[src/rtl/uart_bus_bridge.sv]
module uart_bus_bridge #(
  parameter int CLK_HZ = 200_000_000,
  parameter int BAUD   = 115_200
) (
  input  logic        clk,
  input  logic        rst_n,
  input  logic        rx_i,
  output logic        tx_o,
  output logic        bus_cyc_o,
  output logic        bus_stb_o,
  output logic        bus_we_o,
  output logic [31:0] bus_adr_o,
  output logic [31:0] bus_dat_o,
  input  logic [31:0] bus_dat_i,
  input  logic        bus_ack_i
);
  localparam int DIV  = CLK_HZ / BAUD;
  localparam int HALF = DIV / 2;
  localparam int CW   = $clog2(DIV + 1);
  localparam logic [CW-1:0] DIV_M1  = CW'(DIV - 1);
  localparam logic [CW-1:0] HALF_M1 = CW'(HALF - 1);

  typedef enum logic [2:0] {P_CMD, P_LEN, P_ADR, P_DAT, P_BUS, P_TX} pst_t;

  // receiver
  logic          rx_m, rx_s, rx_act, rx_vld;
  logic [3:0]    rx_ph;
  logic [CW-1:0] rx_cnt;
  logic [7:0]    rx_sh;

  always_ff @(posedge clk or negedge rst_n) begin
    if (!rst_n) begin
      rx_m <= 1'b1; rx_s <= 1'b1; rx_act <= 1'b0; rx_vld <= 1'b0;
      rx_ph <= '0; rx_cnt <= '0; rx_sh <= '0;
    end else begin
      rx_m   <= rx_i;
      rx_s   <= rx_m;
      rx_vld <= 1'b0;
      if (!rx_act) begin
        if (!rx_s) begin
          rx_act <= 1'b1;
          rx_ph  <= '0;
          rx_cnt <= HALF_M1;
        end
      end else if (rx_cnt != '0) begin
        rx_cnt <= rx_cnt - 1'b1;
      end else begin
        rx_cnt <= DIV_M1;
        if (rx_ph == 4'd0) begin
          if (rx_s) rx_act <= 1'b0;
          else      rx_ph  <= 4'd1;
        end else if (rx_ph < 4'd9) begin
          rx_sh <= {rx_s, rx_sh[7:1]};
          rx_ph <= rx_ph + 4'd1;
        end else begin
          rx_act <= 1'b0;
          rx_vld <= rx_s;
        end
      end
    end
  end

  // parser and bus master
  pst_t        pst;
  logic        wr;
  logic [7:0]  cnt;
  logic [2:0]  n;
  logic [31:0] adr, dat;
  logic [3:0]  tx_left;
  logic        tx_load;

  assign tx_load   = (pst == P_TX) && (tx_left == 4'd0) && (n != 3'd4);
  assign bus_cyc_o = (pst == P_BUS);
  assign bus_stb_o = (pst == P_BUS);
  assign bus_we_o  = wr;
  assign bus_adr_o = adr;
  assign bus_dat_o = dat;

  always_ff @(posedge clk or negedge rst_n) begin
    if (!rst_n) begin
      pst <= P_CMD; wr <= 1'b0; cnt <= '0; n <= '0; adr <= '0; dat <= '0;
    end else begin
      case (pst)
        P_CMD: if (rx_vld) begin
          if (rx_sh == 8'h01) begin
            wr <= 1'b1; pst <= P_LEN;
          end else if (rx_sh == 8'h02) begin
            wr <= 1'b0; pst <= P_LEN;
          end
        end
        P_LEN: if (rx_vld) begin
          cnt <= rx_sh; n <= '0; pst <= P_ADR;
        end
        P_ADR: if (rx_vld) begin
          adr <= {adr[23:0], rx_sh};
          n   <= n + 3'd1;
          if (n == 3'd3) begin
            n <= '0;
            if (cnt == 8'd0) pst <= P_CMD;
            else             pst <= wr ? P_DAT : P_BUS;
          end
        end
        P_DAT: if (rx_vld) begin
          dat <= {dat[23:0], rx_sh};
          n   <= n + 3'd1;
          if (n == 3'd3) begin
            n <= '0; pst <= P_BUS;
          end
        end
        P_BUS: if (bus_ack_i) begin
          adr <= adr + 32'd1;
          cnt <= cnt - 8'd1;
          if (!wr) begin
            dat <= bus_dat_i; n <= '0; pst <= P_TX;
          end else begin
            pst <= (cnt == 8'd1) ? P_CMD : P_DAT;
          end
        end
        P_TX: if (tx_load) begin
          dat <= {dat[23:0], 8'h00};
          n   <= n + 3'd1;
        end else if (tx_left == 4'd0) begin
          n   <= '0;
          pst <= (cnt == 8'd0) ? P_CMD : P_BUS;
        end
        default: pst <= P_CMD;
      endcase
    end
  end

  // transmitter
  logic [9:0]    tx_sh;
  logic [CW-1:0] tx_div;

  always_ff @(posedge clk or negedge rst_n) begin
    if (!rst_n) begin
      tx_sh <= '1; tx_left <= '0; tx_div <= '0;
    end else if (tx_load) begin
      tx_sh   <= {1'b1, dat[31:24], 1'b0};
      tx_left <= 4'd10;
      tx_div  <= DIV_M1;
    end else if (tx_left != 4'd0) begin
      if (tx_div == '0) begin
        tx_sh   <= {1'b1, tx_sh[9:1]};
        tx_left <= tx_left - 4'd1;
        tx_div  <= DIV_M1;
      end else begin
        tx_div <= tx_div - 1'b1;
      end
    end
  end

  assign tx_o = (tx_left == 4'd0) | tx_sh[0];


  stb_hold_chk: assert property (@(posedge clk) disable iff (!rst_n)
    bus_stb_o && !bus_ack_i |=> bus_stb_o && $stable(bus_adr_o) && $stable(bus_we_o) && $stable(bus_dat_o));

  addr_step_chk: assert property (@(posedge clk) disable iff (!rst_n)
    bus_stb_o && bus_ack_i |=> bus_adr_o == $past(bus_adr_o) + 32'd1);

  tx_quiet_chk: assert property (@(posedge clk) disable iff (!rst_n)
    !tx_o |-> pst == P_TX);

  reply_read_chk: assert property (@(posedge clk) disable iff (!rst_n)
    tx_load |-> !bus_we_o);

  busy_stall_chk: assert property (@(posedge clk) disable iff (!rst_n)
    (pst == P_TX) && rx_vld |=> pst == P_TX || pst == P_BUS || pst == P_CMD);
endmodule

[config.mk]
export PLATFORM = sky130hd
export DESIGN_NAME = uart_bus_bridge
export DESIGN_NICKNAME = d
export VERILOG_FILES = /design/src/rtl/uart_bus_bridge.sv
export SDC_FILE = /design/constraint.sdc
export NUM_CORES = 1
export LEC_CHECK = 0
export BUFFER_PORTS_ARGS = -buffer_cell sky130_fd_sc_hd__buf_4
export CORE_MARGIN = 1
export CORE_UTILIZATION = 52
export CTS_CLUSTER_DIAMETER = 40
export DETAILED_ROUTE_END_ITERATION = 12
export GPL_TIMING_DRIVEN = 0
export PLACE_DENSITY = 0.76
export SYNTH_ARGS = -nofsm -noshare
export SYNTH_HDL_FRONTEND = slang
export SYNTH_SLANG_ARGS = --single-unit
[constraint.sdc]
create_clock -name clk -period 1.8 [get_ports clk]
set_input_delay 0.09 -clock clk [delete_from_list [all_inputs] [get_ports clk]]
set_output_delay 0.09 -clock clk [all_outputs]
set_load 0.01 [all_outputs]
# Word-level counts from Yosys, hierarchy flattened
# Cells that the tools add are included.
# word_totals
ff_bits	131
input_bits	36
out_inout_bits	68
elab_cells	146
# classes
add_sub_neg	7
magnitude_cmp	1
n_eq_ne	28
muxes	65
bitwise_logic	3
n_reduce_logical	26
# op_table
cell	n
$mux W32	6
$pmux W32 S3	1
$mux W11	6
$mux W3	22
$pmux W32 S2	1
$mux W4	9
$add A32 B1 Y32 const B	1
$mux W10	3
$sub A11 B1 Y11 const B	2
$ne A2 B2 Y1 const B	10
$pmux W3 S6	1
$eq A8 B1 Y1 const B	2
$mux W8	2
$pmux W8 S2	1
$pmux W3 S4	1
$logic_not A11 Y1	1
$mux W1	11
$reduce_bool A11 Y1	1
$reduce_and A10 Y1	1
$reduce_bool A2 Y1	5
$eq A3 B2 Y1 const B	3
$ne A3 B3 Y1 const B	3
$reduce_and A3 Y1	3
$eq A8 B2 Y1 const B	1
other kinds (24)	33

# Longest topological paths before layout
# logic_depth
word_depth	5
ltp_mapped	9
depth_no_buf	7

# Worst setup path after synthesis
# Ideal clock, no wire load.
# synth_timing
kind	register -> register
start	reg tx_left[0]
end	reg tx_div[10]
setup_time_ns	0.118
t_arrival_ns	1.843
required_time_ns	1.682
path_slack_ns	-0.161
stages_incl_launch_ff	9
path_buffers	1
period_less_slack_ns	1.961
path_cell_list	dfrtp_1 inv_1 ha_1 nor3b_1 nor2_1 nand3_1 buf_2 nand2_1 a21o_1
# synth_between
elab_chain_len	4
elab_cells_between_ends	6
classes_between	mux (1); reduce/logical (5)
# synth_lines
element	line	rtl
start, declared	69	logic [3:0] tx_left;
start signal, assigned	145	tx_left <= tx_left - 4'd1;
$logic_not A4 Y1	72	assign tx_load = (pst == P_TX) && (tx_left == 4'd0) && (n != 3'd4);
$logic_and A1 B1 Y1 (2 in series)	72	
$mux W11 or $reduce_bool A2 Y1 (tied branches)	--	
end signal, assigned	148	tx_div <= tx_div - 1'b1;
end, declared	133	logic [CW-1:0] tx_div;
# Parallel ways exist; a longest one is shown, timed or not.
# A chain may end at the register's enable or synchronous reset.

# Worst setup path after layout
# layout_timing
start	reg pst[0]
end	out bus_stb_o
# layout_between
elab_chain_len	1
# layout_lines
element	line	rtl
start, declared	64	pst_t pst;
start signal, assigned	100	else pst <= wr ? P_DAT : P_BUS;
start signal, assigned	116	pst <= (cnt == 8'd1) ? P_CMD : P_DAT;
start signal, assigned	124	pst <= (cnt == 8'd0) ? P_CMD : P_BUS;
$eq A3 B3 Y1	74	assign bus_stb_o = (pst == P_BUS);
end, declared	10	output logic bus_stb_o,
# Every way passes these cells.

==> impl_metrics.yaml <==
status:
  status: "finished with violations"
  violations: "negative setup slack"
sta:
  setup_viol: 80
  fmax_mhz: 504
  hold_violations: 0
  final.min_clock_period_ns: 1.98
  slew_headroom_pct: 46.4
  tightest_slew_ns: 0.797
  timing.hold.ws_ns: 0.0205
  setup_ws_ns: -0.182
  slew_viol_final: 0
  rsz0062_at_grt: "yes"
  min_period_over_period_pct: 110
  finClkSkew_ns: 0.00978
logic_synthesis:
  ys_types: 67
  yosys-top-cells-count: "dfrtp_1 (119), nand2_1 (112), nor2_1 (98), a21oi_1 (64), o21ai_0 (53)"
  async_flop_share_pct: 100
  ys_seq_elements: 130
  netlist_area_sq_um: 7250
  synth_top_family_by_area: "simple AND/OR/NAND/NOR gates"
  synth.avg_cell_area_sq_um: 8.70
  synth_mux_area_share_pct: 3.36
  synth_area_leader_cell: "dfrtp_1"
  synth-simple-area-share_pct: 23.6
  yosysSeqAreaShare_pct: 45.1
  synth_fp_nets: 884
  yosysMostFrequentCell: "dfrtp_1"
  yosysWarnings: 0
  synth_flop_cell: "dfrtp_1"
  synth_area_leaders: "dfrtp_1 (41%), nand2_1 (5.8%), nor2_1 (5.1%), a21oi_1 (4.4%), dfstp_2 (4.0%)"
  synth_compound_gate_area_share_pct: 19.3
  synthCells: 833
  synth_top_area_share_pct: 41.1
  synth_xor_area_share_pct: 1.33
  synth_edf_count: 0
  synth_fa_ha_area_share_pct: 2.59
min_path:
  hold_depth: 3
  min_path_type: "in -> reg"
  min_from: "bus_dat_i[0]"
  whs_endpoint: "bus_dat_o[0]"
floorplan:
  dieHeight_um: 120
  num_rows: 42
  design.die.area_sq_um: 14400
  num_io_pins: 104
  start_util_pct: 54.1
  core-area_sq_um: 13400
  die_w_um: 120
worst_setup_path:
  reg2reg_depth: 8
  slowest_delay_ns: 0.41
  path_common_cell: "buf_6"
  cp.required_ns: 1.71
  crit_fanout: 4
  end_kind: "output port"
  worstReg2RegEnd: "tx_left[3]"
  rr_startpoint: "tx_left[0]"
  regToRegSetupSlack_ns: -0.17
  crit_arrival_ns: 1.89
  cp_cell_sequence: "or3b_1 -> buf_6 -> clkinv_4 -> buf_6 -> buf_12 -> buf_12 -> buf_6 -> buf_6"
  criticalPathCategory: "reg -> out"
  worstSetupStartpointType: "flop"
  crit_slowest_cell: "or3b_1"
final_layout:
  final_cells: 1251
  final_nets: 1113
  diodes: 0
  n_fill_cell: 805
  syn2layout_area_growth_pct: 45.9
  drive_gt1_share_pct: 36.0
drt:
  ant_nets: 0
  num_vias: 7741
  drt_iter0_markers: 889
  wl_um: 23900
  drc_errors: 0
  drt_pass1_iterations: 5
  viasPerCell: 6.19
  wire_per_inst_um: 19.1
global_routing:
  grtUsageTotal_pct: 31.4
  grt_pass1_wl_um: 35600
  grt_max_degree: 84
  grt_pass1_vias: 7207
  antenna_found_initial: 0
  grt_overflow: 0
clock_network:
  clock_path_buffers: 2
  cts_tree: "built"
  clk_pin_slew_ns: 0.06
  numCtsBuffers: 17
  cts_sinks: 130
  clock_latency_ns: 0.43
  h-tree-depth: 4
  cts-root-buf: "clkbuf_16"
placement:
  globalplace.congestion: 0.928
  io_buffers: 102
  dpl.hpwl_um: 13800
  dp.cells: 1112
power:
  cellLeakagePower_nw: 4.62
  ir_drop_v: 0.000693
  cellPowerDensity_nw_per_um2: 631
  p_total_mw: 6.68
run:
  drv_cap: 0
power by group:
part / switching [mW] / internal [mW]
logic: 0.0985 / 0.104
registers: 0.000972 / 2.93
clock network: 1.26 / 2.29
cell families (layout without fill, tap and decap cells):
logic type	after synthesis	count (layout)
buffers and inverters	74	315
XOR/XNOR	11	11
flip-flops	130	130
AO/OA/AOI/OAI	226	227
adder cells (fa/ha/maj)	15	15
AND/OR/NAND/NOR	354	354
multiplexers	23	23
cell usage in the layout, fill, tap and decap left out, types with 10 or more instances in the layout:
master / count
buf_4: 177
nand2_1: 101
dfrtp_1: 99
nor2_1: 89
a21oi_1: 55
a31oi_1: 34
dlygate4sd3_1: 33
o21ai_0: 32
nand3_1: 30
buf_6: 23
dfrtp_2: 20
inv_1: 19
clkbuf_16: 17
o21ai_1: 16
clkbuf_1: 14
nor3_1: 13
ha_1: 13
and3_1: 12
mux2i_1: 12
a22oi_1: 11
dfstp_2: 11
mux2_2: 10
per-stage QoR:
stage | util [%] | area, sq um | setup TNS (ns) | worst slack, ns
floorplan | - | 7280 | -0.00795 | -0.00795
global placement | 61.7 | 8260 | -23.78 | -0.398
detailed placement | 61.9 | 8290 | -27.98 | -0.403
CTS | 74.1 | 9920 | -0.941 | -0.118
global route | 78.9 | 10600 | -10.23 | -0.225
finish | 78.9 | 10600 | -5.31 | -0.182
state kept, by name, indices dropped and copies added, names as in the netlist, 3 cells and up:
register,cells
bus_adr_o,32
bus_dat_o,32
rx_cnt,11
tx_div,11
tx_sh,9
cnt,8
rx_sh,8
rx_ph,4
tx_left,4
n,3
pst,3
repair_timing:
| action | in CTS | in global routing |
|---|---|---|
| gates resized for setup | 107 | 134 |
| pin swaps | 15 | 35 |
| setup buffers | 34 | 37 |
| endpoints found under the setup margin | 121 | 116 |
| cloned | 2 | 3 |
| hold buffers | 33 | 0 |
| endpoints found under the hold margin | 79 | 0 |
critical path, delay by kind of cell, from the launching register on:
kind,cells,cell delay [ns]
buf+inv,7,0.66
flops,1,0.39
simple gates,1,0.41
how the worst max path moves through the flow:
stage                       startpoint            end  slack, ns  cells after the start
after global placement          pst[2]   bus_adr_o[3]      -0.40                      7
after CTS                       pst[0]      bus_stb_o      -0.12                      8
after floorplan           bus_adr_o[3]  bus_adr_o[27]     -0.008                      6
final                           pst[0]      bus_stb_o      -0.18                      8
after global routing            pst[0]      bus_stb_o      -0.22                      8
after detailed placement        pst[2]   bus_adr_o[3]      -0.40                      7
layout make-up:
cell class                      instances  area (sq um)  share of cell area, %
Buffer                                 50           438                   4.14
Multi-Input combinational cell        630          4210                   39.8
Clock buffer                           27           493                   4.66
Inverter                               22          87.6                  0.828
Tap cell                              176           220                   2.08
Timing Repair Buffer                  211          1730                   16.4
Clock inverter                          5           103                  0.970
Sequential cell                       130          3290                   31.1
routing by layer:
metal | track usage (%) | vias to the layer above | share of wire (%) | wire length [um]
li1 | - | 3487 | - | -
met1 | 40.9 | 3759 | 40 | 9500
met2 | 50.7 | 416 | 50 | 12000
met3 | 6.32 | 79 | 7.3 | 1750
met4 | 13.4 | 0 | 2.9 | 692
met5 | 0 | - | 0 | 0
Power figures use the tool's default switching activity.
